`src/rtl/ccp_pkg.sv`:
```
package ccp_pkg;
  localparam int BYTE_W = 8;
  localparam int REG_W  = 2 * BYTE_W;
  localparam int FRAC_W = 2;
  localparam int DUTY_W = BYTE_W + FRAC_W;
  localparam int MODE_W = 4;
  localparam int CTL_W  = MODE_W + FRAC_W;

  localparam logic [1:0] ADDR_LO   = 2'd0;
  localparam logic [1:0] ADDR_HI   = 2'd1;
  localparam logic [1:0] ADDR_CTL  = 2'd2;
  localparam logic [1:0] ADDR_FLAG = 2'd3;

  // Mode groups are decoded from bits 3:2.
  localparam logic [1:0] GRP_CAP = 2'b01;
  localparam logic [1:0] GRP_CMP = 2'b10;
  localparam logic [1:0] GRP_PWM = 2'b11;

  typedef struct packed {
    logic capLoad;
    logic flagSet;
    logic outWe;
    logic outVal;
    logic shadowLoad;
    logic specPulse;
  } ctlStrobe_t;
endpackage

```
`src/rtl/ccp_sync.sv`:
```
module ccp_sync #(
  parameter int STAGES = 2
) (
  input  logic clk,
  input  logic rstN,
  input  logic pinIn,
  output logic pinRise,
  output logic pinFall
);
  // chain[STAGES-1] is the synchronized level, chain[STAGES] its previous value.
  logic [STAGES:0] chain;

  genvar i;
  generate
    for (i = 0; i <= STAGES; i++) begin : g_stage
      if (i == 0) begin : g_first
        always_ff @(posedge clk or negedge rstN) begin
          if (!rstN) chain[0] <= 1'b0;
          else       chain[0] <= pinIn;
        end
      end else begin : g_next
        always_ff @(posedge clk or negedge rstN) begin
          if (!rstN) chain[i] <= 1'b0;
          else       chain[i] <= chain[i-1];
        end
      end
    end
  endgenerate

  assign pinRise = chain[STAGES-1] & ~chain[STAGES];
  assign pinFall = ~chain[STAGES-1] & chain[STAGES];
endmodule

```
`src/rtl/ccp_ctrl.sv`:
```
module ccp_ctrl
  import ccp_pkg::*;
#(
  parameter int PRESCALE_A = 4,
  parameter int PRESCALE_B = 16
) (
  input  logic              clk,
  input  logic              rstN,
  input  logic [MODE_W-1:0] mode,
  input  logic              pinRise,
  input  logic              pinFall,
  input  logic [REG_W-1:0]  dataReg,
  input  logic [REG_W-1:0]  timerVal,
  input  logic [DUTY_W-1:0] periodCnt,
  input  logic              periodMatch,
  input  logic [DUTY_W-1:0] duty,
  input  logic [DUTY_W-1:0] shadow,
  input  logic              outPin,
  output ctlStrobe_t        strobe
);
  localparam int CNT_W = $clog2(PRESCALE_B);
  localparam logic [CNT_W-1:0] LIM_A = CNT_W'(PRESCALE_A - 1);
  localparam logic [CNT_W-1:0] LIM_B = CNT_W'(PRESCALE_B - 1);

  logic [REG_W-1:0]  prevTimer;
  logic [MODE_W-1:0] prevMode;
  logic [CNT_W-1:0]  presCnt;

  logic isCap, isCmp, isPwm, modeEntered, scaled, capEvt, hit, pwmEnd;
  logic [CNT_W-1:0] presLim;

  always_comb begin
    isCap       = (mode[3:2] == GRP_CAP);
    isCmp       = (mode[3:2] == GRP_CMP);
    isPwm       = (mode[3:2] == GRP_PWM);
    modeEntered = (mode != prevMode);
    scaled      = mode[1];
    presLim     = mode[0] ? LIM_B : LIM_A;
    if (scaled) capEvt = pinRise && (presCnt == presLim);
    else        capEvt = mode[0] ? pinRise : pinFall;
    hit    = isCmp && (timerVal != prevTimer) && (timerVal == dataReg);
    pwmEnd = outPin && ((periodCnt + DUTY_W'(1)) == shadow);
  end

  always_comb begin
    strobe = '0;
    if (isCap) begin
      strobe.capLoad = capEvt;
      strobe.flagSet = capEvt;
      strobe.outWe   = 1'b1;
      strobe.outVal  = 1'b0;
    end else if (isCmp) begin
      strobe.flagSet   = hit;
      strobe.specPulse = hit && (mode[1:0] == 2'b11);
      if (!mode[1]) begin
        if (modeEntered) begin
          strobe.outWe  = 1'b1;
          strobe.outVal = mode[0];
        end else if (hit) begin
          strobe.outWe  = 1'b1;
          strobe.outVal = ~mode[0];
        end
      end
    end else if (isPwm) begin
      if (periodMatch) begin
        strobe.shadowLoad = 1'b1;
        strobe.outWe      = 1'b1;
        strobe.outVal     = (duty != '0);
      end else if (pwmEnd) begin
        strobe.outWe  = 1'b1;
        strobe.outVal = 1'b0;
      end
    end else begin
      strobe.outWe  = 1'b1;
      strobe.outVal = 1'b0;
    end
  end

  always_ff @(posedge clk or negedge rstN) begin
    if (!rstN) begin
      prevTimer <= '0;
      prevMode  <= '0;
      presCnt   <= '0;
    end else begin
      prevTimer <= timerVal;
      prevMode  <= mode;
      if (!isCap || !scaled)  presCnt <= '0;
      else if (pinRise)       presCnt <= (presCnt == presLim) ? '0 : presCnt + CNT_W'(1);
    end
  end
endmodule

```
`src/rtl/ccp_datapath.sv`:
```
module ccp_datapath
  import ccp_pkg::*;
(
  input  logic              clk,
  input  logic              rstN,
  input  logic [1:0]        regAddr,
  input  logic              regWrEn,
  input  logic [BYTE_W-1:0] regWrData,
  output logic [BYTE_W-1:0] regRdData,
  input  logic [REG_W-1:0]  timerVal,
  input  logic              adcEnable,
  input  ctlStrobe_t        strobe,
  output logic [REG_W-1:0]  dataReg,
  output logic [MODE_W-1:0] mode,
  output logic [DUTY_W-1:0] duty,
  output logic [DUTY_W-1:0] shadow,
  output logic              outPin,
  output logic              irqFlag,
  output logic              specialEvent,
  output logic              convStart
);
  logic [BYTE_W-1:0] dataLo, dataHi;
  logic [CTL_W-1:0]  ctlBits;
  logic              wrLo, wrHi, wrCtl, wrClr;

  assign wrLo  = regWrEn && (regAddr == ADDR_LO);
  assign wrHi  = regWrEn && (regAddr == ADDR_HI);
  assign wrCtl = regWrEn && (regAddr == ADDR_CTL);
  assign wrClr = regWrEn && (regAddr == ADDR_FLAG) && regWrData[0];

  assign dataReg = {dataHi, dataLo};
  assign mode    = ctlBits[MODE_W-1:0];
  assign duty    = {dataLo, ctlBits[CTL_W-1:MODE_W]};

  always_ff @(posedge clk or negedge rstN) begin
    if (!rstN) begin
      dataLo       <= '0;
      dataHi       <= '0;
      ctlBits      <= '0;
      irqFlag      <= 1'b0;
      outPin       <= 1'b0;
      shadow       <= '0;
      specialEvent <= 1'b0;
      convStart    <= 1'b0;
    end else begin
      if (strobe.capLoad) begin
        dataLo <= timerVal[BYTE_W-1:0];
        dataHi <= timerVal[REG_W-1:BYTE_W];
      end else begin
        if (wrLo) dataLo <= regWrData;
        if (wrHi) dataHi <= regWrData;
      end
      if (wrCtl)                ctlBits <= regWrData[CTL_W-1:0];
      if (strobe.flagSet)       irqFlag <= 1'b1;
      else if (wrClr)           irqFlag <= 1'b0;
      if (strobe.outWe)         outPin  <= strobe.outVal;
      if (strobe.shadowLoad)    shadow  <= duty;
      specialEvent <= strobe.specPulse;
      convStart    <= strobe.specPulse && adcEnable;
    end
  end

  always_comb begin
    case (regAddr)
      ADDR_LO:  regRdData = dataLo;
      ADDR_HI:  regRdData = dataHi;
      ADDR_CTL: regRdData = {{(BYTE_W-CTL_W){1'b0}}, ctlBits};
      default:  regRdData = {{(BYTE_W-1){1'b0}}, irqFlag};
    endcase
  end
endmodule

```
`src/rtl/ccp_unit.sv`:
```
module ccp_unit
  import ccp_pkg::*;
#(
  parameter int SYNC_STAGES = 2,
  parameter int PRESCALE_A  = 4,
  parameter int PRESCALE_B  = 16
) (
  input  logic        clk,
  input  logic        rstN,
  input  logic [1:0]  regAddr,
  input  logic        regWrEn,
  input  logic [7:0]  regWrData,
  output logic [7:0]  regRdData,
  input  logic [15:0] timerVal,
  input  logic [7:0]  periodTimer,
  input  logic [1:0]  periodFrac,
  input  logic        periodMatch,
  input  logic        adcEnable,
  input  logic        capPin,
  output logic        outPin,
  output logic        irqFlag,
  output logic        specialEvent,
  output logic        convStart
);
  ctlStrobe_t        strobe;
  logic              pinRise, pinFall;
  logic [REG_W-1:0]  dataReg;
  logic [MODE_W-1:0] mode;
  logic [DUTY_W-1:0] duty, shadow;

  ccp_sync #(.STAGES(SYNC_STAGES)) u_sync (
    .clk(clk), .rstN(rstN), .pinIn(capPin), .pinRise(pinRise), .pinFall(pinFall)
  );

  ccp_ctrl #(.PRESCALE_A(PRESCALE_A), .PRESCALE_B(PRESCALE_B)) u_ctrl (
    .clk(clk), .rstN(rstN), .mode(mode), .pinRise(pinRise), .pinFall(pinFall),
    .dataReg(dataReg), .timerVal(timerVal), .periodCnt({periodTimer, periodFrac}),
    .periodMatch(periodMatch), .duty(duty), .shadow(shadow), .outPin(outPin),
    .strobe(strobe)
  );

  ccp_datapath u_dp (
    .clk(clk), .rstN(rstN), .regAddr(regAddr), .regWrEn(regWrEn),
    .regWrData(regWrData), .regRdData(regRdData), .timerVal(timerVal),
    .adcEnable(adcEnable), .strobe(strobe), .dataReg(dataReg), .mode(mode),
    .duty(duty), .shadow(shadow), .outPin(outPin), .irqFlag(irqFlag),
    .specialEvent(specialEvent), .convStart(convStart)
  );
endmodule

```
`config.mk`:
```
export PLATFORM = sky130hd
export DESIGN_NAME = ccp_unit
export DESIGN_NICKNAME = d
export VERILOG_FILES = /design/src/rtl/ccp_pkg.sv /design/src/rtl/ccp_sync.sv /design/src/rtl/ccp_ctrl.sv /design/src/rtl/ccp_datapath.sv /design/src/rtl/ccp_unit.sv
export SDC_FILE = /design/constraint.sdc
export NUM_CORES = 1
export LEC_CHECK = 0
export BUFFER_PORTS_ARGS = -buffer_cell sky130_fd_sc_hd__buf_2
export CORE_UTILIZATION = 50
export DETAILED_ROUTE_END_ITERATION = 7
export PLACE_DENSITY = 0.75
export SLEW_MARGIN = 10
export SYNTH_ARGS = -nofsm -noshare
export SYNTH_HDL_FRONTEND = slang
export SYNTH_SLANG_ARGS = --single-unit
```
`constraint.sdc`:
```
create_clock -name clk -period 1.82 [get_ports clk]
set_clock_uncertainty 0.2 [all_clocks]
set_input_delay 0.091 -clock clk [delete_from_list [all_inputs] [get_ports clk]]
set_output_delay 0.091 -clock clk [all_outputs]
set_load 0.01 [all_outputs]
```
### Word-level counts from Yosys, hierarchy flattened

Cells that the tools add are included.

* input bits: 42
* bits in registers: 63
* logic and storage cells: 81
* output and inout port bits: 12

* bitwise gates (word level): 5
* mux-type cells: 28
* equal/unequal tests: 12
* reduce and logical (&&, ||, !) cells: 20
* add/sub/neg operators: 2

Operator list (number)
* 2-to-1 mux 8 bit: 4
* case mux 8 bit (3 select lines): 1
* equality test 16 bit: 1
* 2-to-1 mux 2 bit: 8
* 2-to-1 mux 4 bit: 4
* inequality test 16 bit: 1
* logical AND 1 bit: 11
* adder 10 x 1 -> 10 bit, second input constant: 1
* equality test 10 bit: 1
* equality test 2 bit, second input constant: 5
* 2-to-1 mux 1 bit: 10
* nonzero test 10 bit: 1
* nonzero test 2 bit: 4
* adder 4 x 1 -> 4 bit, second input constant: 1
* equality test 2 x 1 -> 1 bit, second input constant: 2
* equality test 4 bit: 1
* inequality test 4 bit: 1
* 2-to-1 mux 3 bit: 1
* inverter 1 bit: 3
* AND 1 bit: 2
* logical NOT 1 bit: 2
* logical NOT 2 bit: 1
* logical OR 1 bit: 1

### Depth between registers and ports, before layout

Gate-level depths: netlist of the first run.

* depth after elaboration: 9
* mapped depth: 8
* gate-level depth less buffers: 7

### Hierarchy

From an unflattened synthesis of the first run, not the netlist that was laid out.

* cell total of the unflattened synthesis: 327
* area total of the unflattened synthesis: 3389.5 sq um

By module, submodules not included
* ccp_datapath: times used 1, cells each 162, seq. area each 900.9 sq um, area each 1742.9 sq um
* ccp_ctrl: times used 1, cells each 160, seq. area each 600.6 sq um, area each 1556.5 sq um
* ccp_sync: times used 1, cells each 5, seq. area each 75.1 sq um, area each 90.1 sq um

### Worst setup path after synthesis of the first run

No wires, ideal clock.

* path type: register to register
* start point: reg u_dp.shadow[6]
* end point: reg u_dp.outPin
* clock period less this slack: 1.729 ns
* path slack: 0.091 ns
* cell stages (with the launch flop): 7
* buffers on the path: 0
* data required time: 1.492 ns
* data arrival time: 1.401 ns
* library setup time: 0.128 ns
* cell sequence: dfrtp_1 xnor2_1 or2b_2 a31oi_1 o311ai_1 o31ai_2 a21oi_1

* word-level cells in the longest chain between the ends: 7

RTL lines
* start, declared: RTL line ccp_datapath.sv:16 `output logic [DUTY_W-1:0] shadow,`
* start signal, assigned: RTL line ccp_datapath.sv:57 `if (strobe.shadowLoad) shadow <= duty;`
* equality test 10 bit: RTL line ccp_ctrl.sv:42 `pwmEnd = outPin && ((periodCnt + DUTY_W'(1)) == shadow);`
* logical AND 1 bit: RTL line ccp_ctrl.sv:42
* 2-to-1 mux 2 bit: RTL line ccp_ctrl.sv:69 `end else if (pwmEnd) begin`
* 2-to-1 mux 2 bit: RTL line ccp_ctrl.sv:65 `if (periodMatch) begin`
* 2-to-1 mux 2 bit: RTL line ccp_ctrl.sv:64 `end else if (isPwm) begin`
* 2-to-1 mux 2 bit: RTL line ccp_ctrl.sv:52 `end else if (isCmp) begin`
* 2-to-1 mux 3 bit: RTL line ccp_ctrl.sv:47 `if (isCap) begin`
* end signal, assigned: RTL line ccp_datapath.sv:56 `if (strobe.outWe) outPin <= strobe.outVal;`
* end, declared: RTL line ccp_datapath.sv:17 `output logic outPin,`

Every way passes these cells.
A chain may end at the register's enable or synchronous reset.

### Worst setup path in the final report of the first run

* start point: in timerVal[1]
* end point: reg u_dp.outPin

* word-level cells in the longest chain between the ends: 8
* elaborated cells on any way between the ends: 9
* classes of those cells: 2 x eq/ne; 5 x mux; 2 x reduce/logical

RTL lines
* start, declared: RTL line ccp_unit.sv:14 `input logic [15:0] timerVal,`
* inequality test 16 bit: RTL line ccp_ctrl.sv:41 `hit = isCmp && (timerVal != prevTimer) && (timerVal == dataReg);`
* logical AND 1 bit: RTL line ccp_ctrl.sv:41
* logical AND 1 bit (*): RTL line ccp_ctrl.sv:41
* 2-to-1 mux 2 bit (*): RTL line ccp_ctrl.sv:59 `end else if (hit) begin`
* 2-to-1 mux 2 bit (*): RTL line ccp_ctrl.sv:56 `if (modeEntered) begin`
* 2-to-1 mux 2 bit (*): RTL line ccp_ctrl.sv:55 `if (!mode[1]) begin`
* 2-to-1 mux 2 bit (*): RTL line ccp_ctrl.sv:52
* 2-to-1 mux 3 bit (*): RTL line ccp_ctrl.sv:47

Mark *: on every way between the ends. The rest lies on a longest branch, timed or not.

==> results by group, run 1 <==
Status
  • Outcome: finished with violations
  • Failing checks: negative setup slack

Synthesis
  • Top FF cell, synth: dfrtp_1
  • Yosys top cell by area: dfrtp_1
  • Post-synth EDFFs: 0
  • Most numerous cell in the Yosys netlist: dfrtp_1
  • Synth Area in Adders: 0.7582%
  • Share of the synthesized area in the top cell type: 47.76%
  • Syn Area/Cell: 10.61 sq um
  • Post-Synth XOR/XNOR Area: 12.21%
  • Mapped cell area: between 3000 and 4000 sq um
  • Area contributors post-synth: dfrtp_1 (48%), mux2i_1 (7.0%), xor2_1 (6.6%)
  • Synth warn: 0
  • Synth async-reset ratio: 100.0%
  • Compound-Gate Fraction of Synth Area: under 10%
  • Largest family of logic cells by synthesized area: simple AND/OR/NAND/NOR gates
  • Synth unique cells: between 40 and 50
  • Syn Inst Count: approximately 310
  • Post-Synth Simple-Gate Area: 16.34%
  • Yosys reg bits: 63
  • Seq/Total Area, Yosys: between 40% and 50%
  • Top post-synthesis cells by count: dfrtp_1 (63), xor2_1 (25), nor2_1 (24)
  • Multiplexer share of the synthesized area: about an eighth
  • Post-synth net total: 355

Routing
  • Vias post-DR: around 2.8k
  • Routed wire length: 8.699 mm
  • DRC viols: 0
  • First-pass detailed-route iteration total: 4
  • WL/cell: ~17 um
  • Vias per inst: around 5.6
  • Routed Antenna Nets: 0
  • Iteration-0 DRC Markers: 180

Worst setup path
  • Worst setup SP type: primary input
  • WP data required: 1.84 ns
  • CP bufs+invs: 2
  • Critical Path Fanout Max: 4
  • Crit end category: flop
  • Critical path class: in -> reg
  • Max incr delay on CP: 0.55 ns
  • WP data arrival: ~1.9 ns
  • Delay-heaviest family, CP: buffers and inverters
  • Slowest CP cell: dlygate4sd3_1
  • Crit-path cells: dlygate4sd3_1 > buf_2 > xor2_1 > nor4_1 > nand4_1 > nand4b_1 > a31o_2 > a21oi_1

STA
  • Fin crit share: 103.6%
  • Final setup fails: 6
  • Setup TNS Final: -0.1870 ns
  • Tmin final: 1.886 ns
  • Unrepaired setup endpoints after global routing: yes
  • Fmax: 530.1 MHz
  • Max Slew Vio Count: 0
  • Rel. slew slack: 74.40%
  • Final hold violation count: 0
  • Final worst slack: -0.06628 ns
  • Worst Tran Pin Value: about 0.38 ns

Power and ir drop
  • PD cells: approximately 1100 nW/um^2
  • Peak supply drop: ~0.00061 V
  • Pleak: roughly 2 nW

Die
  • DIE WIDTH: ~83 um
  • Row cnt: 29
  • Core area: around 6300 sq um
  • Die Ht: ~83 um
  • Initial Util: between 50 and 60%
  • # IOs: 54
  • Die area: between 6000 and 7000 sq um

Clock network
  • CTS Sinks: 63
  • CTS H-tree lvls: 3
  • Clk Latency, worst-skew pair: roughly 0.35 ns
  • Clock-pin slew on the worst setup and hold paths: about 0.07 ns
  • Num CTS Buffers: 9
  • CTS tree: yes
  • Root Driver: clkbuf_8
  • Max clock buf depth: 2

GRT
  • Overflow after GRT: 0
  • Pin count of the biggest net entering global routing: 64
  • First-pass GRT wire length: approximately 14 mm
  • Antenna violations before repair: 0
  • Number of global-route vias before repair: about 2.9k
  • Gr usage total: approximately a quarter

Place
  • Final GP Congestion: 0.9253
  • Final HPWL DP: 5.810 mm
  • DP Worst Slack: -0.05063 ns
  • Port bufs: 53

Run
  • Max-Cap Viols: 0

Final layout
  • Final layout net count: roughly 470
  • Area grow syn2layout: 34.00%
  • ANT cells: 0
  • Ratio of cells with drive above 1 in the final layout: about 31%

Min path
  • Worst Hold Class: in -> reg
kinds of logic after synthesis:
family,count (synthesis)
AND/OR/NAND/NOR,101
flip-flops,63
AO/OA/AOI/OAI,46
XOR/XNOR,46
multiplexers,40
buffers and inverters,13
adder cells (fa/ha/maj),2
layer usage:
metal  global-route usage (%)  share of wire, %  up-vias
met5                        0                 0        -
met1                    33.03                42     1363
li1                         -                 -     1343
met4                    9.718               1.6        0
met2                    45.16                52       88
met3                    6.561               4.4       13
path summary, 6_finish.rpt:
| kind | start | to | slack [ns] | cells past startpoint |
|---|---|---|---|---|
| min in group asynchronous | rstN | u_ctrl.presCnt[3]$_DFFE_PN0P_ | 0.09 | 3 |
| hold / removal | regAddr[0] | u_dp.irqFlag$_DFFE_PN0P_ | 0.02 | 4 |
| setup reg to reg | u_dp.ctlBits[0]$_DFFE_PN0P_ | u_dp.outPin$_DFFE_PN0P_ | -0.05 | 6 |
| max in group asynchronous | rstN | u_dp.ctlBits[0]$_DFFE_PN0P_ | 1.05 | 3 |
| setup / recovery | timerVal[1] | u_dp.outPin$_DFFE_PN0P_ | -0.07 | 8 |
| hold reg to reg | u_sync.chain[0]$_DFF_PN0_ | u_sync.chain[1]$_DFF_PN0_ | 0.15 | 0 |
final cells by class:
cell class	count	area [sq um]
clock inverter	4	45.04
multi-input combinational	235	1750
clock buffer	12	145.1
inverter	2	7.507
tap	77	96.34
sequential	63	1578
fill	468	1927
timing repair buffer	110	800.8
timing repair:
item | 4_1_cts | 5_1_grt
gates resized for setup | 10 | 9
hold endpoints to repair | 107 | 0
pin swaps | 1 | 1
endpoints found under the setup margin | 10 | 7
setup buffers | 3 | 0
hold buffers | 29 | 0
sequential cells by signal, indices dropped and copies added, names as in the netlist, 3 cells and up:
register          cells
u_dp.dataLo           8
u_sync.chain          3
u_dp.shadow          10
u_dp.ctlBits          6
u_ctrl.presCnt        4
u_dp.dataHi           8
u_ctrl.prevMode       4
u_ctrl.prevTimer     16
power by group:
| part | total, mW | internal, mW | switching (mW) |
|---|---|---|---|
| Sequential | 2.03 | 1.72 | 0.309 |
| Clock | 1.20 | 0.664 | 0.532 |
| Combinational | 1.61 | 0.868 | 0.739 |
| Total | 4.83 | 3.25 | 1.58 |
metrics by stage:
step,hold slack [ns],area (sq um),util (%),std cells,power [mW]
after global routing,0.009357,4423,69.66,503,5.087
after detailed placement,-0.07268,3829,60.30,455,3.474
after global placement,-0.07537,3829,60.30,455,3.410
after CTS,0.0007642,4373,68.87,503,4.787
final,0.01820,4423,69.66,503,4.834
after floorplan,-0.4046,3301,-,311,2.867
placed cells by master (no fill, tap or decap), types with 3 or more instances in the layout:
cell type,Yosys,layout
a21oi_1,22,22
a31oi_1,4,4
buf_2,4,52
buf_4,0,25
clkbuf_8,0,10
clkinv_2,0,3
dfrtp_1,63,62
dlygate4sd3_1,0,29
mux2_2,16,16
mux2i_1,23,23
nand2_1,21,21
nand3_1,7,7
nand3b_1,3,3
nand4_1,8,8
nor2_1,24,23
nor2b_1,5,4
nor3_1,7,3
nor3_2,0,3
nor4_1,6,6
o21ai_0,8,8
xnor2_1,21,20
xor2_1,25,24
worst min-delay path, stage by stage:
cell and delay, ns:
buf_2 0.19, nand4_1 0.10, nand2_1 0.05, nand3_1 0.08
(Power assumes the default switching activity.)
==> inputs of run 2 (changes only) <==
Settings changed: PLACE_DENSITY 0.75 to 0.72, SETUP_SLACK_MARGIN set to 0.4.
Clock period 1.82 ns to 1.8 ns, I/O delays scaled along.
==> results by group, run 2 (same netlist as run 1, synthesis figures left out) <==
STA
  • Unrepaired setup endpoints after global routing: yes
  • Setup TNS Final: -0.5968 ns (-0.4098 ns)
  • Worst Tran Pin Value: 0.5634 ns (+0.1802 ns)
  • Final hold violation count: 0 (unchanged)
  • Tmin final: between 1.5 and 2 ns
  • Fin crit share: 107.4%
  • Final setup fails: 16 (+10)
  • Final worst slack: -0.1336 ns (-0.06729 ns)
  • Rel. slew slack: 62.44% (-12 points)
  • Max Slew Vio Count: 0 (unchanged)
  • Fmax: approximately 520 MHz

Worst setup path
  • WP data required: 1.88 ns (+0.04 ns)
  • Crit end category: flop
  • Critical path class: reg -> reg
  • Critical Path Fanout Max: 3 (-1)
  • WP data arrival: 2.01 ns (+0.10 ns)
  • Worst setup SP type: flop

Power and ir drop
  • Peak supply drop: 0.0006949 V (+14%)
  • PD cells: 1052 nW/um^2 (-3.7%)
  • Pleak: 2.131 nW (+7.8%)
  • Total power: 5.166 mW (+6.9%)

Run
  • Max-Cap Viols: 0 (unchanged)

Clock network
  • Max clock buf depth: 2 (unchanged)
  • CTS tree: yes
  • Clock-pin slew on the worst setup and hold paths: 0.08 ns (about the same)
  • CTS H-tree lvls: 3 (unchanged)
  • CTS Sinks: 63 (unchanged)
  • Clk Latency, worst-skew pair: 0.36 ns (about the same)
  • Num CTS Buffers: 9 (unchanged)
  • Root Driver: clkbuf_8

Final layout
  • Max reg flops: 16 (unchanged)
  • Final layout net count: 481 (+3.4%)
  • Area grow syn2layout: 48.75%
  • Top flop regs: u_ctrl.prevTimer: 16 flops, u_dp.shadow: 10 flops
  • Largest Register: u_ctrl.prevTimer
  • Most frequent cells in the layout: dfrtp_1 (56), buf_2 (52), dlygate4sd3_1 (31)
  • Ratio of cells with drive above 1 in the final layout: 44.34% (+13 points)
  • ANT cells: 0 (unchanged)
  • # fillers: 400 (-15%)
  • Commonest non-fill, non-tap cell in the layout: dfrtp_1

Min path
  • Worst Hold Class: in -> async

Place
  • DP Worst Slack: -0.1654 ns (-0.1148 ns)
  • Final HPWL DP: 5.808 mm (about the same)
  • Port bufs: 53 (unchanged)
  • Final GP Congestion: 0.8737 (-5.6%)

Routing
  • Detail Route met2 WL: 5.010 mm (+12%)
  • WL/cell: 19.04 um (+10%)
  • Routed wire length: 9.880 mm (+14%)
  • First-pass detailed-route iteration total: 5 (+1)
  • DRC viols: 0 (unchanged)
  • Vias post-DR: 2986 (+6.4%)
  • WL met3: 596 um (+54%)
  • DRT met1 WL: 3.956 mm (+7.4%)
  • Iteration-0 DRC Markers: 133 (-26%)
  • Vias per inst: 5.753 (+3.1%)
  • Top routing layer in use: met4
  • Routed Antenna Nets: 0 (unchanged)

GRT
  • Gr usage total: 26.80% (+0.16 points)
  • Number of global-route vias before repair: 2995 (+4.3%)
  • First-pass GRT wire length: 14.31 mm (+0.53%)
  • Overflow after GRT: 0 (unchanged)
  • Pin count of the biggest net entering global routing: 34 (-47%)
  • Antenna violations before repair: 0 (unchanged)

Status
  • Failing checks: negative setup slack
  • Outcome: finished with violations

Die
  • Die area: 6931 sq um (unchanged)
  • Row cnt: 29 (unchanged)
  • Core area: 6350 sq um (unchanged)
  • Initial Util: 51.98% (unchanged)
  • # IOs: 54 (unchanged)
  • Die Ht: 83.25 um (unchanged)
  • DIE WIDTH: 83.25 um (unchanged)
-- run 2: cell types whose count changed in the layout (fill, tap and decap cells not counted), moves of 5 or more --
cell	change
nor2_1	-16
buf_6	+13
nor2_4	+11
a21oi_1	-10
a21oi_2	+10
dfrtp_1	-6
dfrtp_2	+6
nor2_2	+5
o21ai_0	-5
-- run 2: what timing repair did --
item	CTS	global route
endpoints found under the hold margin	106	0
hold buffers	31	0
endpoints found under the setup margin	39	41
gates resized for setup	22	64
setup buffers	6	1
cloned	0	4
pin swaps	4	7
-- run 2: path summary, 6_finish.rpt --
| kind | start | to | slack (ns) | depth (start not counted) |
|---|---|---|---|---|
| hold reg to reg | u_sync.chain[0]$_DFF_PN0_ | u_sync.chain[1]$_DFF_PN0_ | 0.17 | 0 |
| max in group asynchronous | rstN | u_ctrl.presCnt[2]$_DFFE_PN0P_ | 0.81 | 3 |
| setup / recovery | u_dp.dataHi[2]$_DFFE_PN0P_ | u_dp.outPin$_DFFE_PN0P_ | -0.13 | 6 |
| min in group clk | timerVal[7] | u_dp.specialEvent$_DFF_PN0_ | 0.08 | 6 |
| hold / removal | rstN | u_ctrl.prevTimer[7]$_DFF_PN0_ | 0.05 | 2 |
| setup reg to reg | u_dp.dataHi[2]$_DFFE_PN0P_ | u_dp.outPin$_DFFE_PN0P_ | -0.13 | 6 |
-- run 2: metrics by stage --
stage | cell area (sq um) | hold slack (ns) | util (%) | std cells
finish | 4910 | 0.05344 | 77.32 | 519
global route | 4910 | 0.1014 | 77.32 | 519
CTS | 4594 | 0.05920 | 72.35 | 514
detailed placement | 3960 | -0.09494 | 62.36 | 461
global placement | 3960 | -0.09435 | 62.36 | 461
floorplan | 3411 | -0.4056 | - | 311
-- run 2: area by class of cell --
cell class	count	area, sq um	share of cell area, %
multi-input combinational	235	1983	40.39
sequential	63	1585	32.29
timing repair buffer	126	1040	21.18
clock buffer	9	123.9	2.523
tap	77	96.34	1.962
clock inverter	7	73.82	1.504
inverter	2	7.507	0.1529
-- run 2: power breakdown --
part | switching [mW] | internal [mW]
combinational | 0.839 | 1.00
clock | 0.594 | 0.640
sequential | 0.345 | 1.75
-- run 2: critical path, stage by stage (launching register included) --
cell and delay, ns:
dfrtp_1 0.42, xnor2_1 0.31, nand4_1 0.17, nor3_2 0.23
nand4b_1 0.16, a31o_2 0.26, a21oi_1 0.11
-- run 2: per-layer routing --
layer / global-route usage, % / vias to the layer above
met4: 10.34 / 0
met3: 5.666 / 26
met2: 45.75 / 120
li1: - / 1363
met5: 0 / -
met1: 33.33 / 1477
